===== src/rtl/fl_sram_pkg.sv =====
package fl_sram_pkg;

    localparam int LANES  = 4;
    localparam int BYTE_W = 8;
    localparam int DATA_W = LANES * BYTE_W;

    typedef logic [DATA_W-1:0] word_t;
    typedef logic [LANES-1:0]  lane_mask_t;
    typedef logic [1:0]        beat_t;

    typedef enum logic {
        ORD_INTERLEAVE = 1'b0,
        ORD_LINEAR     = 1'b1
    } order_e;

    typedef struct packed {
        logic       vld;
        lane_mask_t be;
        word_t      data;
    } wr_req_t;

    // low address bits of a given beat inside a four-word group
    function automatic beat_t burst_low(input beat_t start, input beat_t k, input order_e ord);
        beat_t r;
        if (ord == ORD_LINEAR) r = start + k;
        else                   r = start ^ k;
        return r;
    endfunction

    // lanes selected by the write controls of one cycle
    function automatic lane_mask_t lane_pick(input logic all_lanes, input logic bytes_en,
                                             input lane_mask_t sel);
        lane_mask_t m;
        if (all_lanes)     m = '1;
        else if (bytes_en) m = sel;
        else               m = '0;
        return m;
    endfunction

endpackage


===== src/rtl/fl_burst_seq.sv =====
module fl_burst_seq
    import fl_sram_pkg::*;
#(
    parameter int ADDR_W = 16
) (
    input  logic              clk,
    input  logic              rst,
    input  logic              sleep,
    input  logic [ADDR_W-1:0] addr_in,
    input  logic              cpu_ld,
    input  logic              ctl_ld,
    input  logic              adv_hold,
    input  logic              lin_order,
    input  logic              en_main,
    input  logic              sel_a,
    input  logic              sel_b,
    output logic [ADDR_W-1:0] addr_cur,
    output logic              active,
    output beat_t             beat
);

    logic [ADDR_W-1:0] base_q;
    order_e            ord_q;
    logic              start;
    logic              all_sel;

    assign all_sel = en_main & sel_a & sel_b;
    assign start   = !sleep && ((cpu_ld && en_main) || ctl_ld);

    always_ff @(posedge clk) begin
        if (rst) begin
            base_q <= '0;
            ord_q  <= ORD_LINEAR;
            beat   <= '0;
            active <= 1'b0;
        end else if (start) begin
            if (all_sel) begin
                base_q <= addr_in;
                ord_q  <= order_e'(lin_order);
                beat   <= '0;
                active <= 1'b1;
            end else begin
                active <= 1'b0;
            end
        end else if (!sleep && active && !adv_hold) begin
            beat <= beat + 2'd1;
        end
    end

    assign addr_cur = {base_q[ADDR_W-1:2], burst_low(base_q[1:0], beat, ord_q)};

endmodule


===== src/rtl/fl_write_stage.sv =====
module fl_write_stage
    import fl_sram_pkg::*;
#(
    parameter int AW = 6
) (
    input  logic          clk,
    input  logic          rst,
    input  logic          sleep,
    input  logic          active,
    input  logic [AW-1:0] addr_idx,
    input  logic          wr_all,
    input  logic          wr_bytes_en,
    input  lane_mask_t    wr_lane,
    input  word_t         din,
    output wr_req_t       req,
    output logic [AW-1:0] req_idx
);

    lane_mask_t be_now;

    assign be_now = lane_pick(wr_all, wr_bytes_en, wr_lane);

    always_ff @(posedge clk) begin
        if (rst) begin
            req     <= '0;
            req_idx <= '0;
        end else begin
            req.vld  <= !sleep && active && (|be_now);
            req.be   <= be_now;
            req.data <= din;
            req_idx  <= addr_idx;
        end
    end

endmodule


===== src/rtl/fl_sram_array.sv =====
module fl_sram_array
    import fl_sram_pkg::*;
#(
    parameter int AW = 6
) (
    input  logic          clk,
    input  wr_req_t       req,
    input  logic [AW-1:0] req_idx,
    input  logic [AW-1:0] rd_idx,
    output word_t         rd_data
);

    localparam int DEPTH = 1 << AW;

    word_t mem [DEPTH];
    word_t raw;
    logic  hit;

    always_ff @(posedge clk) begin
        if (req.vld) begin
            for (int i = 0; i < LANES; i++) begin
                if (req.be[i]) mem[req_idx][i*BYTE_W +: BYTE_W] <= req.data[i*BYTE_W +: BYTE_W];
            end
        end
    end

    assign raw = mem[rd_idx];
    assign hit = req.vld && (req_idx == rd_idx);

    for (genvar g = 0; g < LANES; g++) begin : g_lane
        assign rd_data[g*BYTE_W +: BYTE_W] = (hit && req.be[g]) ? req.data[g*BYTE_W +: BYTE_W]
                                                                : raw[g*BYTE_W +: BYTE_W];
    end

endmodule


===== src/rtl/fl_burst_sram.sv =====
module fl_burst_sram
    import fl_sram_pkg::*;
#(
    parameter int ADDR_W = 16,
    parameter int ARR_AW = 6
) (
    input  logic              clk,
    input  logic              rst,
    input  logic [ADDR_W-1:0] addr,
    input  logic              cpu_ld,
    input  logic              ctl_ld,
    input  logic              adv_hold,
    input  logic              lin_order,
    input  logic              en_main,
    input  logic              sel_a,
    input  logic              sel_b,
    input  logic              wr_all,
    input  logic              wr_bytes_en,
    input  logic [3:0]        wr_lane,
    input  logic [31:0]       din,
    input  logic              oe,
    input  logic              sleep,
    output logic [31:0]       dout,
    output logic              dout_oe
);

    logic [ADDR_W-1:0] addr_cur_w;
    logic              active_w;
    beat_t             beat_w;
    wr_req_t           req_w;
    logic [ARR_AW-1:0] req_idx_w;
    word_t             rd_w;

    fl_burst_seq #(.ADDR_W(ADDR_W)) u_seq (
        .clk      (clk),
        .rst      (rst),
        .sleep    (sleep),
        .addr_in  (addr),
        .cpu_ld   (cpu_ld),
        .ctl_ld   (ctl_ld),
        .adv_hold (adv_hold),
        .lin_order(lin_order),
        .en_main  (en_main),
        .sel_a    (sel_a),
        .sel_b    (sel_b),
        .addr_cur (addr_cur_w),
        .active   (active_w),
        .beat     (beat_w)
    );

    fl_write_stage #(.AW(ARR_AW)) u_wr (
        .clk        (clk),
        .rst        (rst),
        .sleep      (sleep),
        .active     (active_w),
        .addr_idx   (addr_cur_w[ARR_AW-1:0]),
        .wr_all     (wr_all),
        .wr_bytes_en(wr_bytes_en),
        .wr_lane    (wr_lane),
        .din        (din),
        .req        (req_w),
        .req_idx    (req_idx_w)
    );

    fl_sram_array #(.AW(ARR_AW)) u_arr (
        .clk    (clk),
        .req    (req_w),
        .req_idx(req_idx_w),
        .rd_idx (addr_cur_w[ARR_AW-1:0]),
        .rd_data(rd_w)
    );

    assign dout    = rd_w;
    assign dout_oe = oe && active_w && !sleep;

endmodule


===== config.mk =====
export PLATFORM = sky130hd
export DESIGN_NAME = fl_burst_sram
export DESIGN_NICKNAME = d
export VERILOG_FILES = /design/src/rtl/fl_sram_pkg.sv /design/src/rtl/fl_burst_seq.sv /design/src/rtl/fl_write_stage.sv /design/src/rtl/fl_sram_array.sv /design/src/rtl/fl_burst_sram.sv
export SDC_FILE = /design/constraint.sdc
export NUM_CORES = 2
export LEC_CHECK = 0
export BUFFER_PORTS_ARGS = -buffer_cell sky130_fd_sc_hd__buf_4
export CAP_MARGIN = 10
export CORE_ASPECT_RATIO = 1.4
export CORE_MARGIN = 2
export CORE_UTILIZATION = 35
export CTS_CLUSTER_DIAMETER = 30
export DETAILED_ROUTE_END_ITERATION = 7
export MAX_ROUTING_LAYER = met4
export REMOVE_ABC_BUFFERS = 1
export SETUP_SLACK_MARGIN = 0.1
export SYNTH_ARGS = -nofsm -noshare
export SYNTH_HDL_FRONTEND = slang
export SYNTH_SLANG_ARGS = --single-unit

===== constraint.sdc =====
create_clock -name clk -period 6.03 [get_ports clk]
set_input_delay 1.206 -clock clk [delete_from_list [all_inputs] [get_ports clk]]
set_output_delay 1.206 -clock clk [all_outputs]
set_load 0.005 [all_outputs]

==> summary.txt <==
Critical path
  – Kind of critical path: reg2out
  – WP data arrival: 4.84 ns
  – CP delay by family, top: buffers and inverters
  – Critical-path top delay cell: nor4_4
  – Critical path startpoint: u_seq.beat[0]
  – Critical path fanouts, max: 28
  – Worst r2r src: u_wr.req_idx[2]
  – CP dominant cell by count: buf_4
  – CP Data Required Time: 4.82 ns
  – Worst setup EP type: output pin
  – CP max stage delay: 0.65 ns
  – Reg2Reg Capture Point: u_arr.mem[4][13]
  – Critical path launch point type: flip-flop
  – Buffer and inverter count on the worst path: 5
  – Worst reg2reg path depth: 3
  – Number of cells on the critical path: 12
  – R2r setup slk: 2.18 ns
  – Critical path, cell by cell: ha_4, and2_4, buf_4, xnor2_4, buf_12, buf_12, mux2i_1, o21ai_0, nor4_4, buf_4, a211oi_2, buf_4

Clock tree
  – Total CTS buffers: 296
  – H-tree Lvls: 5
  – Root buffer cell: clkbuf_16
  – Clock-pin transition on the worst setup and hold timing paths: 0.05 ns
  – Clock Path Buffers: 4
  – Clock Latency Late Sink: 0.86 ns
  – TritonCTS clock tree: built
  – Clock Sinks: 2101

STA
  – Fin crit share: 100.3%
  – Worst slew pin tran: 1.200 ns
  – Clock Skew: 0.04583 ns
  – RSZ-0062 raised after global routing: true
  – Final setup violation count: 1
  – Max transition margin: 19.69%
  – Min Tclk post-route: 6.049 ns
  – Final max-slew violation count: 0
  – Final Hold Viols: 0
  – Fin worst setup slack: -0.01856 ns
  – Fmax: 165.3 MHz

Logic synthesis
  – Most frequent cell after synthesis: edfxtp_1
  – Post-synth ARST share: 0%
  – Sequential area share after synthesis: 72.47%
  – Yosys top cell by area: edfxtp_1
  – Synth top cells by count: edfxtp_1 (2048), nand2_1 (754), nor2_1 (354), nor3_1 (294), mux4_2 (250)
  – Synth Warn #: 0
  – Gate Count Post-Synth: 5596
  – Ranking of synthesized cells by area: edfxtp_1 (71%), mux4_2 (6.5%), nand2_1 (3.3%), o221ai_1 (2.1%), mux2i_1 (1.8%)
  – Mapped Area: 86330 µm²
  – Syn avg cell area: 15.43 µm²
  – FF+latch count, synth: 2101
  – Post-synth top area share: 71.24%
  – Synth unique cells: 74
  – Primary FF master, synth: edfxtp_1
  – Post-synth EDFFs: 2048

Job
  – Max Cap Viol: 0

Floorplan
  – Starting Density: 35.23%
  – Die height: 591.6 µm
  – Total die area: 250700 µm²
  – Site row count: 215
  – DIE WIDTH: 423.7 µm
  – Core ar.: 245100 µm²
  – Ports: 98

Detailed routing
  – Residual DRC: 0
  – Wire per inst: 31.36 µm
  – DR iter-0 viols: 7169
  – Vias per Instance: 5.950
  – Routed Antenna Nets: 0
  – WL final: 292200 µm
  – Routed vias: 55427
  – TritonRoute pass-1 iters: 6

Global routing
  – Vias in the first global route: 54005
  – Largest net degree at the start of global routing: 106
  – First-pass GRT wire length: 406900 µm
  – Overflow after GRT: 0
  – Gr usage total: 23.38%
  – Initial antenna violation count: 14

Power and ir drop
  – Pwr dens: 340.3 nW/µm²
  – Leakage power: 31.95 nW
  – Worst vdd ir: 0.1992 mV

Status
  – Status: finished with violations
  – Failing checks: negative setup slack

Hold path
  – Hold crit path type: reg2reg
  – WHS Path Cells: 2
  – Hold Crit Start: u_seq.active
  – Hold path endpoint: u_seq.active

Placed design
  – Gpl congestion: 0.9152
  – Place WS: 0.1637 ns
  – I/O Buffers: 87
  – Placed instance area: 91460 µm²
  – HPWL after DPL: 185500 µm

Cells and area
  – Layout cells sized above 1: 20.38%
  – Design area: 102200 µm²
  – Synth-to-layout area growth: 18.42%
  – Nets: 5875
==> what timing repair did <==
| action | in CTS | in global routing |
|---|---|---|
| cloned | 2 | 0 |
| pin swaps | 10 | 1 |
| endpoints found under the setup margin | 32 | 19 |
| gates resized for setup | 24 | 13 |
| buffers inserted | 25 | 6 |
| hold buffers | 0 | 0 |
==> worst max path at each step <==
stage                     to  slack, ns
floorplan           dout[15]     -21.18
CTS                 dout[24]        0.1
detailed placement  dout[26]       0.16
global route         dout[5]       0.04
global placement    dout[26]       0.14
finish               dout[5]      -0.02
==> cell type report <==
| cell class | instances | area, µm² |
|---|---|---|
| Fill cell | 21658 | 142800 |
| Sequential cell | 2101 | 62610 |
| Multi-Input combinational cell | 3060 | 22110 |
| Clock buffer | 327 | 7736 |
| Tap cell | 3255 | 4073 |
| Timing Repair Buffer | 344 | 3181 |
| Clock inverter | 206 | 2452 |
| Antenna cell | 17 | 42.54 |
| Inverter | 6 | 27.53 |
==> power by group <==
group          switching (mW)  internal, mW  total (mW)
Combinational           0.586         0.232       0.818
Clock                    6.83          11.1        17.9
Sequential             0.0403          16.0        16.1
Total                    7.45          27.3        34.8
==> sequential cells by signal, indices dropped and copies added, names as in the netlist <==
signal	flops
u_arr.mem	2048
u_wr.req	37
u_seq.beat	2
u_wr.req_idx	6
u_seq.base_q	6
u_seq.active	1
u_seq.ord_q	1
==> layer usage <==
layer  track usage (%)  vias to the layer above  share of wire [%]
li1                  -                    22814                  -
met4             16.24                        0                8.2
met5                 -                        -                  0
met3             4.860                      838                9.5
met1             26.65                    28327                 35
met2             36.99                     3448                 48
==> worst reg2reg max path, cell delays in order (launching register included) <==
cell     delay [ns]
dfxtp_1        0.48
nor3b_1        0.89
nand2_1        0.89
nor2_1         1.19
==> placed cells by master (no fill, tap or decap), types with 17 or more instances in the layout <==
cell	netlist	layout
o31ai_1	17	17
a311o_1	35	35
nor4_1	81	73
mux2i_1	152	151
clkinv_2	0	25
o311ai_0	34	34
edfxtp_1	2048	2048
buf_12	0	37
dfxtp_2	0	35
nand3_1	124	122
dfxtp_1	53	17
o221a_2	26	26
nand2_1	754	748
bufinv_16	0	38
clkbuf_1	199	21
clkinvlp_4	0	27
a211oi_1	27	22
a31oi_1	70	70
mux2_2	21	21
o22ai_1	39	38
nor2_1	354	343
nor2b_1	35	35
a311oi_1	53	53
o211ai_1	17	17
o21ai_0	71	71
buf_4	32	297
diode_2	0	17
mux4_2	250	250
o221ai_1	203	203
nor3_1	294	289
clkinv_1	2	26
and3_1	21	21
inv_6	0	45
a21oi_1	188	187
clkbuf_16	0	306
clkinv_4	0	25
==> stage by stage <==
stage / power (mW) / TNS [ns] / hold WS [ns] / utilization (%) / instances
floorplan: 16.81 / -698.67 / 0.4593 / - / 5166
global placement: 17.15 / 0 / 0.4992 / 37.32 / 8733
detailed placement: 17.17 / 0 / 0.4940 / 37.32 / 8733
CTS: 34.87 / 0 / 0.5078 / 41.65 / 9293
global route: 35.48 / 0 / 0.5377 / 41.71 / 9310
finish: 34.78 / -0.01856 / 0.5059 / 41.71 / 9316
==> cell families after synthesis <==
kind of cell | after synthesis | share of synthesized area, %
AO/OA/AOI/OAI | 888 | 7.631
XOR/XNOR | 11 | 0.1884
adder cells (fa/ha/maj) | 1 | 0.01449
buffers and inverters | 436 | 2.271
flip-flops | 2101 | 72.47
multiplexers | 423 | 8.558
AND/OR/NAND/NOR | 1736 | 8.870
(Power assumes the default switching activity.)
